## config.mk

```make
export PLATFORM = sky130hd
export DESIGN_NAME = async_sram_seq
export DESIGN_NICKNAME = d
export VERILOG_FILES = /design/src/rtl/sram_seq_pkg.sv /design/src/rtl/sram_seq_elapsed.sv /design/src/rtl/sram_seq_sched.sv /design/src/rtl/sram_seq_pins.sv /design/src/rtl/async_sram_seq.sv
export SDC_FILE = /design/constraint.sdc
export NUM_CORES = 1
export LEC_CHECK = 0
export CAP_MARGIN = 10
export CORE_MARGIN = 2
export CORE_UTILIZATION = 44
export DETAILED_ROUTE_END_ITERATION = 10
export PLACE_DENSITY = 0.82
export SLEW_MARGIN = 20
export SYNTH_ARGS = -nofsm -noshare
export SYNTH_HDL_FRONTEND = slang
export SYNTH_SLANG_ARGS = --single-unit
```

## constraint.sdc

```tcl
create_clock -name clk_i -period 2.01 [get_ports clk_i]
set_input_delay 0.3015 -clock clk_i [delete_from_list [all_inputs] [get_ports clk_i]]
set_output_delay 0.3015 -clock clk_i [all_outputs]
set_load 0.02 [all_outputs]
```

## src/rtl/sram_seq_pkg.sv

```systemverilog
package sram_seq_pkg;

  typedef enum logic [0:0] {
    WSTYLE_WE = 1'b0,
    WSTYLE_CE = 1'b1
  } wstyle_e;

  typedef enum logic [0:0] {
    OP_RD = 1'b0,
    OP_WR = 1'b1
  } op_e;

  // Whole clock cycles covering a nanosecond minimum, never below one.
  function automatic int unsigned ns_to_cyc(input int unsigned ns, input int unsigned per);
    int unsigned c;
    c = (ns + per - 1) / per;
    if (c == 0) c = 1;
    return c;
  endfunction

  function automatic int unsigned max2(input int unsigned a, input int unsigned b);
    return (a > b) ? a : b;
  endfunction

endpackage

```

## src/rtl/sram_seq_elapsed.sv

```systemverilog
module sram_seq_elapsed #(
  parameter int unsigned CNT_W = 5,
  parameter int unsigned K_MAX = 11
) (
  input  logic             clk_i,
  input  logic             rst_i,
  input  logic             start_i,
  input  logic             busy_i,
  output logic [CNT_W-1:0] el_o,
  output logic [CNT_W-1:0] nxt_o
);

  localparam logic [CNT_W-1:0] KW_MAX = CNT_W'(K_MAX);

  // el_o = number of edges since the accepting edge
  always_ff @(posedge clk_i) begin
    if (rst_i)        el_o <= '0;
    else if (start_i) el_o <= '0;
    else if (busy_i)  el_o <= el_o + 1'b1;
  end

  assign nxt_o = el_o + 1'b1;

  // an access never runs past its longest schedule
  a_r3_count_bounded: assert property (@(posedge clk_i) disable iff (rst_i)
    busy_i |-> (el_o < KW_MAX));

endmodule

```

## src/rtl/sram_seq_sched.sv

```systemverilog
module sram_seq_sched
  import sram_seq_pkg::*;
#(
  parameter wstyle_e     WRITE_STYLE = WSTYLE_WE,
  parameter int unsigned CNT_W       = 5,
  parameter int unsigned K_SAMPLE    = 11,
  parameter int unsigned K_RD_DONE   = 11,
  parameter int unsigned K_TERM      = 9,
  parameter int unsigned K_WR_DONE   = 11
) (
  input  logic             act_i,
  input  op_e              op_i,
  input  logic [CNT_W-1:0] nxt_i,
  output logic             ev_ce_fall_o,
  output logic             ev_ce_rise_o,
  output logic             ev_we_fall_o,
  output logic             ev_we_rise_o,
  output logic             ev_sample_o,
  output logic             ev_done_o
);

  localparam logic [CNT_W-1:0] KW_ONE     = CNT_W'(1);
  localparam logic [CNT_W-1:0] KW_SAMPLE  = CNT_W'(K_SAMPLE);
  localparam logic [CNT_W-1:0] KW_RD_DONE = CNT_W'(K_RD_DONE);
  localparam logic [CNT_W-1:0] KW_TERM    = CNT_W'(K_TERM);
  localparam logic [CNT_W-1:0] KW_REL     = CNT_W'(K_TERM + 1);
  localparam logic [CNT_W-1:0] KW_WR_DONE = CNT_W'(K_WR_DONE);

  logic rd, wr;
  assign rd = act_i && (op_i == OP_RD);
  assign wr = act_i && (op_i == OP_WR);

  assign ev_sample_o = rd && (nxt_i == KW_SAMPLE);
  assign ev_done_o   = (rd && (nxt_i == KW_RD_DONE)) || (wr && (nxt_i == KW_WR_DONE));

  generate
    if (WRITE_STYLE == WSTYLE_WE) begin : g_we_term
      // enable opens at E0, write strobe sits inside it
      assign ev_we_fall_o = wr && (nxt_i == KW_ONE);
      assign ev_we_rise_o = wr && (nxt_i == KW_TERM);
      assign ev_ce_fall_o = 1'b0;
      assign ev_ce_rise_o = ev_sample_o || (wr && (nxt_i == KW_REL));
    end else begin : g_ce_term
      // write strobe opens at E0, enable pulse sits inside it
      assign ev_ce_fall_o = wr && (nxt_i == KW_ONE);
      assign ev_ce_rise_o = ev_sample_o || (wr && (nxt_i == KW_TERM));
      assign ev_we_fall_o = 1'b0;
      assign ev_we_rise_o = wr && (nxt_i == KW_REL);
    end
  endgenerate

endmodule

```

## src/rtl/sram_seq_pins.sv

```systemverilog
module sram_seq_pins
  import sram_seq_pkg::*;
#(
  parameter wstyle_e     WRITE_STYLE = WSTYLE_WE,
  parameter int unsigned ADDR_W      = 14
) (
  input  logic              clk_i,
  input  logic              rst_i,
  input  logic              start_i,
  input  op_e               start_op_i,
  input  logic [ADDR_W-1:0] start_addr_i,
  input  logic              start_din_i,
  input  logic              ev_ce_fall_i,
  input  logic              ev_ce_rise_i,
  input  logic              ev_we_fall_i,
  input  logic              ev_we_rise_i,
  output logic [ADDR_W-1:0] addr_o,
  output logic              din_o,
  output logic              ce_n_o,
  output logic              we_n_o
);

  logic we_first;
  assign we_first = (WRITE_STYLE == WSTYLE_CE) && (start_op_i == OP_WR);

  always_ff @(posedge clk_i) begin
    if (rst_i) begin
      addr_o <= '0;
      din_o  <= 1'b0;
      ce_n_o <= 1'b1;
      we_n_o <= 1'b1;
    end else if (start_i) begin
      addr_o <= start_addr_i;
      din_o  <= start_din_i;
      ce_n_o <= we_first;
      we_n_o <= !we_first;
    end else begin
      if (ev_ce_fall_i) ce_n_o <= 1'b0;
      if (ev_ce_rise_i) ce_n_o <= 1'b1;
      if (ev_we_fall_i) we_n_o <= 1'b0;
      if (ev_we_rise_i) we_n_o <= 1'b1;
    end
  end

endmodule

```

## src/rtl/async_sram_seq.sv

```systemverilog
module async_sram_seq
  import sram_seq_pkg::*;
#(
  parameter int unsigned ADDR_W          = 14,
  parameter int unsigned CLK_PERIOD_NS   = 8,
  parameter int unsigned T_CYCLE_NS      = 85,
  parameter int unsigned T_ACCESS_NS     = 85,
  parameter int unsigned T_WE_PULSE_NS   = 45,
  parameter int unsigned T_ADDR_WEND_NS  = 65,
  parameter int unsigned T_DATA_SETUP_NS = 35,
  parameter int unsigned T_CE_PULSE_NS   = 65,
  parameter wstyle_e     WRITE_STYLE     = WSTYLE_WE
) (
  input  logic              clk_i,
  input  logic              rst_i,
  input  logic              req_i,
  input  logic              req_write_i,
  input  logic [ADDR_W-1:0] req_addr_i,
  input  logic              req_wdata_i,
  output logic              ready_o,
  output logic              rd_valid_o,
  output logic              rd_data_o,
  output logic [ADDR_W-1:0] sram_addr_o,
  output logic              sram_din_o,
  input  logic              sram_dout_i,
  output logic              sram_ce_n_o,
  output logic              sram_we_n_o
);

  // Nanosecond minimums turned into cycle counts
  localparam int unsigned C_CYC = ns_to_cyc(T_CYCLE_NS, CLK_PERIOD_NS);
  localparam int unsigned C_ACC = ns_to_cyc(T_ACCESS_NS, CLK_PERIOD_NS);
  localparam int unsigned C_WP  = ns_to_cyc(T_WE_PULSE_NS, CLK_PERIOD_NS);
  localparam int unsigned C_AW  = ns_to_cyc(T_ADDR_WEND_NS, CLK_PERIOD_NS);
  localparam int unsigned C_DS  = ns_to_cyc(T_DATA_SETUP_NS, CLK_PERIOD_NS);
  localparam int unsigned C_CEP = ns_to_cyc(T_CE_PULSE_NS, CLK_PERIOD_NS);

  // Edge indices counted from the accepting edge
  localparam int unsigned K_SAMPLE  = C_ACC;
  localparam int unsigned K_RD_DONE = max2(C_CYC, C_ACC);
  localparam int unsigned K_PULSE   = (WRITE_STYLE == WSTYLE_WE) ? C_WP : C_CEP;
  localparam int unsigned K_TERM    = max2(max2(C_AW, C_DS), 1 + K_PULSE);
  localparam int unsigned K_WR_DONE = max2(C_CYC, K_TERM + 1);
  localparam int unsigned K_MAX     = max2(K_RD_DONE, K_WR_DONE);
  localparam int unsigned CNT_W     = $clog2(K_MAX + 1) + 1;

  localparam logic [CNT_W-1:0] KW_RD_DONE = CNT_W'(K_RD_DONE);
  localparam logic [CNT_W-1:0] KW_WR_DONE = CNT_W'(K_WR_DONE);

  logic             busy_q;
  logic             ready_q;
  op_e              op_q;
  logic             accept;
  logic [CNT_W-1:0] el_w, nxt_w;
  logic             ev_ce_fall, ev_ce_rise, ev_we_fall, ev_we_rise, ev_sample, ev_done;
  logic             rv_q, rd_q;

  assign accept = req_i && ready_q;

  always_ff @(posedge clk_i) begin
    if (rst_i) begin
      busy_q  <= 1'b0;
      ready_q <= 1'b1;
      op_q    <= OP_RD;
    end else if (accept) begin
      busy_q  <= 1'b1;
      ready_q <= 1'b0;
      op_q    <= req_write_i ? OP_WR : OP_RD;
    end else if (busy_q && ev_done) begin
      busy_q  <= 1'b0;
      ready_q <= 1'b1;
    end
  end

  always_ff @(posedge clk_i) begin
    if (rst_i) begin
      rv_q <= 1'b0;
      rd_q <= 1'b0;
    end else begin
      rv_q <= ev_sample;
      if (ev_sample) rd_q <= sram_dout_i;
    end
  end

  assign ready_o    = ready_q;
  assign rd_valid_o = rv_q;
  assign rd_data_o  = rd_q;

  sram_seq_elapsed #(
    .CNT_W (CNT_W),
    .K_MAX (K_MAX)
  ) elapsed_i (
    .clk_i   (clk_i),
    .rst_i   (rst_i),
    .start_i (accept),
    .busy_i  (busy_q),
    .el_o    (el_w),
    .nxt_o   (nxt_w)
  );

  sram_seq_sched #(
    .WRITE_STYLE (WRITE_STYLE),
    .CNT_W       (CNT_W),
    .K_SAMPLE    (K_SAMPLE),
    .K_RD_DONE   (K_RD_DONE),
    .K_TERM      (K_TERM),
    .K_WR_DONE   (K_WR_DONE)
  ) sched_i (
    .act_i        (busy_q),
    .op_i         (op_q),
    .nxt_i        (nxt_w),
    .ev_ce_fall_o (ev_ce_fall),
    .ev_ce_rise_o (ev_ce_rise),
    .ev_we_fall_o (ev_we_fall),
    .ev_we_rise_o (ev_we_rise),
    .ev_sample_o  (ev_sample),
    .ev_done_o    (ev_done)
  );

  sram_seq_pins #(
    .WRITE_STYLE (WRITE_STYLE),
    .ADDR_W      (ADDR_W)
  ) pins_i (
    .clk_i        (clk_i),
    .rst_i        (rst_i),
    .start_i      (accept),
    .start_op_i   (req_write_i ? OP_WR : OP_RD),
    .start_addr_i (req_addr_i),
    .start_din_i  (req_wdata_i),
    .ev_ce_fall_i (ev_ce_fall),
    .ev_ce_rise_i (ev_ce_rise),
    .ev_we_fall_i (ev_we_fall),
    .ev_we_rise_i (ev_we_rise),
    .addr_o       (sram_addr_o),
    .din_o        (sram_din_o),
    .ce_n_o       (sram_ce_n_o),
    .we_n_o       (sram_we_n_o)
  );

  // strobes released whenever no access is in flight
  a_r1_idle_strobes: assert property (@(posedge clk_i) disable iff (rst_i)
    ready_o |-> (sram_ce_n_o && sram_we_n_o));

  // an accepted request drops ready on the next cycle
  a_r2_accept_drops_ready: assert property (@(posedge clk_i) disable iff (rst_i)
    (req_i && ready_o) |=> !ready_o);

  // ready returns exactly on the scheduled edge count
  a_r3_ready_on_time: assert property (@(posedge clk_i) disable iff (rst_i)
    $rose(ready_o) |-> (el_w == ((op_q == OP_RD) ? KW_RD_DONE : KW_WR_DONE)));

  // valid pulse lasts one cycle and coincides with the enable release
  a_r4_valid_single: assert property (@(posedge clk_i) disable iff (rst_i)
    rd_valid_o |=> !rd_valid_o);
  a_r4_valid_with_release: assert property (@(posedge clk_i) disable iff (rst_i)
    rd_valid_o |-> $rose(sram_ce_n_o));

  // pins frozen while an access runs
  a_r8_pins_frozen: assert property (@(posedge clk_i) disable iff (rst_i)
    !ready_o |=> ($stable(sram_addr_o) && $stable(sram_din_o)));

  // strobe nesting per write style
  generate
    if (WRITE_STYLE == WSTYLE_WE) begin : g_chk_we
      a_r7_we_inside_ce: assert property (@(posedge clk_i) disable iff (rst_i)
        !sram_we_n_o |-> !sram_ce_n_o);
    end else begin : g_chk_ce
      a_r7_ce_inside_we: assert property (@(posedge clk_i) disable iff (rst_i)
        (!sram_ce_n_o && (op_q == OP_WR)) |-> !sram_we_n_o);
    end
  endgenerate

endmodule

```

# [Word level (Yosys, flattened, before mapping)]
# Index checks and enable logic that the tools add are counted.
# W data, S select, Z words.
[word_totals] input_bits=20 mem_count=0 elab_cells=38 output_inout_bits=20 mem_bits_rw=0 ff_bits=27 latch_bits=0 romBits=0
[classes] mul=0 div=0 n_eq_ne=4 bitwise=1 order_cmp=0 reduce_logical=15 n_mux=7 n_shift=0 add_sub_neg=1
[op_table] cell="$eq A5 B4 Y1 const B" n=3
[op_table] cell="$logic_and A1 B1 Y1" n=9
[op_table] cell="$mux W1" n=7
[op_table] cell="$add A5 B1 Y5 const B" n=1
[op_table] cell="$eq A5 B1 Y1 const B" n=1
[op_table] cell="$reduce_bool A2 Y1" n=2
[op_table] cell="$reduce_or A3 Y1" n=1
[op_table] cell="$logic_or A1 B1 Y1" n=2
[op_table] cell="$reduce_or A2 Y1" n=1
[op_table] cell="$not A1 Y1" n=1

# [Longest topological paths before layout]
[depth] word_depth=7 ltp_mapped=6 ltp_nobuf=6

# [Hierarchy]
# A second synthesis with hierarchy kept.
[unflattened] hier_cells=115 area_unflattened_um2=1179.9
[by_module_without_submodules] module="sram_seq_pins" seq_area_each_um2=340.3 area_per_inst_um2=626.9 n_inst=1 cells_each=57
[by_module_without_submodules] module="sram_seq_elapsed" seq_area_each_um2=100.1 area_per_inst_um2=272.8 n_inst=1 cells_each=29
[by_module_without_submodules] module="async_sram_seq" seq_area_each_um2=100.1 area_per_inst_um2=175.2 n_inst=1 cells_each=17
[by_module_without_submodules] module="sram_seq_sched" seq_area_each_um2=0.0 area_per_inst_um2=105.1 n_inst=1 cells_each=12

# [Least setup slack after synthesis]
# No wires, ideal clock.
[synth_timing] path_type="flip-flop to flip-flop" from="reg elapsed_i.el_o[0]" to="reg pins_i.we_n_o" required_ps=1883 setup_slack_ps=514 setup_ps=127 period_less_slack_ps=1496 stages_incl_launch_ff=7 n_path_buf=0 t_arrival_ps=1370 cell_sequence="dfxtp_1 > ha_1 > nand2_1 > nor3_1 > o2111ai_1 > nor3_1 > a21oi_1"
[synth_via] elab_chain_len=4 word_cells_on_any_way=6 classes_between="add/sub: 1; eq/ne: 2; reduce/logical: 3"
[synth_rtl] element="start: declaration" line_no="sram_seq_elapsed.sv:9" source="output logic [CNT_W-1:0] el_o,"
[synth_rtl] element="start signal: assignment" line_no="sram_seq_elapsed.sv:19" source="else if (busy_i) el_o <= el_o + 1'b1;"
[synth_rtl] element="$add A5 B1 Y5 *" line_no="sram_seq_elapsed.sv:22" source="assign nxt_o = el_o + 1'b1;"
[synth_rtl] element="$eq A5 B4 Y1" line_no="sram_seq_sched.sv:40" source="assign ev_we_rise_o = wr && (nxt_i == KW_TERM);"
[synth_rtl] element="$logic_and A1 B1 Y1" line_no="sram_seq_sched.sv:40"
[synth_rtl] element="$reduce_or A3 Y1 (no source line)"
[synth_rtl] element="end signal: assignment" line_no="sram_seq_pins.sv:36" source="we_n_o <= !we_first;"
[synth_rtl] element="end: declaration" line_no="sram_seq_pins.sv:20" source="output logic we_n_o"
# Every way passes the cells marked *; elsewhere a longest branch is shown, timed or not.
# A chain may end at the register's enable or synchronous reset.

# [Worst setup path in the final report]
[layout_timing] from="reg elapsed_i.el_o[1]" to="reg pins_i.we_n_o"
# Same word-level chain as after synthesis.

==> results.py <==
metrics = {
    "outcome": {
        "status": "finished, final reports clean",
    },
    "final_layout": {
        "drive_above_1_share": 0.0625,
        "synthToLayoutAreaGrowth_pct": 36.1,
        "nets": 201,
        "num-fill-cells": 212,
        "antennaDiodeCount": 0,
        "multi_input_area_um2": 567,
        "seq_area_um2": 541,
    },
    "sta": {
        "finalCritPeriodShare": 0.847,
        "fin_crit_ps": 1700,
        "worst_pin_slew_ps": 585,
        "setup_viol": 0,
        "max_slew_margin": 0.610,
        "hold_violations": 0,
        "rsz0062_at_grt": "false",
        "clock.fmax_mhz": 588,
        "report.final.slew_viol_count": 0,
        "fin_skew_ps": 1.43,
        "setup_tns_ps": 0,
    },
    "critical_path": {
        "critPathMaxFanout": 8,
        "critPathTopFamily": "simple AND/OR/NAND/NOR gates",
        "worstReg2RegStart": "elapsed_i.el_o[1]",
        "r2r_end": "pins_i.we_n_o",
        "cp.required_ps": 2230,
        "path_cells": "ha_1 -> nand2_1 -> nor3_1 -> o2111ai_1 -> nor3_1 -> a21oi_1",
        "ff2ff_path_depth": 6,
        "critPathBufInv": 0,
        "start_kind": "flip-flop",
        "reg2reg_slack_ps": 310,
        "path_class": "reg -> reg",
        "crit_path_max_incr_delay_ps": 500,
        "cpMostUsedCell": "nor3_1",
        "crit_slowest_cell": "dfxtp_1",
        "crit_arrival_ps": 1920,
        "critPathCaptureType": "flip-flop",
    },
    "drt": {
        "wl_per_cell_um": 12.1,
        "dr.pass1.iters": 4,
        "vias": 1060,
        "routed_wl_um": 2490,
        "drc": 0,
        "antenna_left": 0,
        "viasPerCell": 5.15,
        "drt_first_iter_violations": 8,
    },
    "yosys": {
        "synth.most_common_cell": "nand2_1",
        "ys_types": 33,
        "syn_area_um2": 1170,
        "netlist_instances": 139,
        "synth_edf_count": 0,
        "ys_ff_latch": 27,
        "syn_area_per_cell_um2": 8.45,
        "synth_seq_area_share": 0.460,
        "synthDominantCellAreaShare": 0.460,
        "synthFlopType": "dfxtp_1",
        "async_reset_ff_frac": 0,
        "synth_nets": 163,
        "ys_warn_count": 0,
        "synthTopCellsByArea": "dfxtp_1 (46%), nand2_1 (11%), a21oi_1 (7.7%)",
        "synth_top_cells_by_count": "nand2_1 (35), dfxtp_1 (27), a21oi_1 (18), nor2_1 (11)",
        "synth_top_area_cell": "dfxtp_1",
    },
    "cts": {
        "post_cts_buffers": 0,
        "cts-root-buf": "clkbuf_4",
        "cts_tree": "yes",
        "htree_levels": 1,
        "clk_pin_slew_ps": 150,
        "cts-buffers-inserted": 3,
        "clk_path_buf_depth": 2,
        "ctsHoldBuffers": 0,
        "clock_latency_ps": 320,
        "clock_sinks": 27,
        "cts_resized": 0,
    },
    "min_path": {
        "hold_path_class": "reg -> reg",
        "hp-start": "pins_i.addr_o[7]",
        "hold_depth": 2,
        "min_to": "pins_i.addr_o[7]",
    },
    "pwr": {
        "ir_drop_v": 0.000458,
        "finalPower_w": 0.000996,
        "powerDensity_nw_per_um2": 623,
        "p_leak_nw": 0.584,
    },
    "grt": {
        "grt_usage": 0.164,
        "grt_overflow": 0,
        "grt_pass1_vias": 994,
        "grt_first_pass_wirelength_um": 4180,
        "grt_max_degree": 23,
        "antenna_found_initial": 0,
    },
    "floorplan": {
        "pin_count": 40,
        "coreArea_um2": 2500,
        "die_area_um2": 3100,
        "die_h_um": 55.7,
        "die_w_um": 55.7,
        "start_util": 0.470,
        "num_rows": 18,
    },
    "placement": {
        "finalWeightedCongestion": 0.864,
        "dp.final_hpwl_um": 1900,
        "io_buffers": 39,
    },
    "flow_run": {
        "drv_cap": 0,
    },
}
==> cell families after synthesis <==
| family | synth area share |
|---|---|
| and+or+nand+nor | 0.239 |
| AOI/OAI and AO/OA | 0.147 |
| DFF | 0.460 |
| buffers and inverters | 0.0575 |
| xor gates and xnor gates | 0.0373 |
| adders and majority gates | 0.0426 |
| muxes | 0.0170 |
==> per-layer routing <==
layer | vias up | GRT usage | part of all wire
met3 | 2 | 0.0349 | 0.053
met2 | 25 | 0.294 | 0.53
met4 | 0 | 0.0418 | 0.0052
met1 | 497 | 0.197 | 0.42
met5 | - | 0 | 0
li1 | 536 | - | -
==> power breakdown <==
part	total, W	switching (W)	internal, W	leakage (nW)
combinational	0.000177	0.0000836	0.0000930	0.349
sequential	0.000579	0.0000182	0.000561	0.221
clock	0.000241	0.000165	0.0000759	0.0139
total	0.000996	0.000266	0.000730	0.584
==> final cells by class <==
cell class	count	share of cell area
flip-flops and latches	27	0.338
clock inverters	1	0.00469
well taps	30	0.0235
repair buffers	42	0.258
clock buffers	3	0.0141
multi-input cells	100	0.354
inverters	3	0.00704
==> flip-flops by register name (all words and copies together), names as in the netlist <==
signal and flops:
elapsed_i.el_o 5, pins_i.we_n_o 1, pins_i.din_o 1, rd_data_o 1, pins_i.addr_o 14, ready_o 1
op_q 1, busy_q 1, pins_i.ce_n_o 1, rd_valid_o 1
==> worst min-delay path: cells and delay by family, from the launching register on <==
family,cells,cell delay [ps]
compound gates,1,50
simple gates,1,50
flops,1,340
==> how the worst max path moves through the flow <==
stage / slack (ps) / to / start / cells after the start
after global routing: 120 / pins_i.we_n_o / elapsed_i.el_o[1] / 6
after CTS: 320 / ready_o / ready_o / 1
after floorplan: 510 / pins_i.we_n_o / elapsed_i.el_o[0] / 6
after global placement: 410 / pins_i.addr_o[0] / req_i / 4
final: 310 / pins_i.we_n_o / elapsed_i.el_o[1] / 6
after detailed placement: 320 / pins_i.din_o / req_i / 4
==> stage by stage <==
step	std cells	setup WS (ps)	utilization	hold WS, ps	instance area, um2
floorplan	139	514	-	437	1170
global placement	202	409	0.628	443	1570
detailed placement	202	324	0.628	450	1570
CTS	206	321	0.640	468	1600
global route	206	123	0.640	485	1600
finish	206	308	0.640	465	1600
==> cells in the final DEF (no fill, tap or decap) <==
cell type / netlist / routed
inv_1: 3 / 3
a31oi_1: 1 / 1
xor2_1: 3 / 3
dfxtp_1: 27 / 27
and2b_1: 1 / 1
o21ai_1: 1 / 1
nor4b_4: 1 / 1
and2_1: 1 / 1
nand2_1: 35 / 35
o21ai_0: 1 / 1
and4_1: 1 / 1
clkdlybuf4s50_1: 0 / 39
ha_1: 4 / 4
xnor2_1: 2 / 2
nand4_1: 4 / 4
o21ba_2: 1 / 1
a32oi_1: 1 / 1
nor2_1: 11 / 11
clkbuf_4: 0 / 3
nand2b_1: 1 / 1
o21bai_1: 1 / 1
mux2i_1: 2 / 2
buf_4: 1 / 3
a21boi_1: 2 / 2
o21a_2: 1 / 1
nor3_1: 2 / 2
nand3_2: 1 / 1
nand3_1: 2 / 2
clkinvlp_4: 0 / 1
o2111ai_1: 1 / 1
a21oi_1: 18 / 18
o31ai_1: 1 / 1
(Power assumes the default switching activity.)
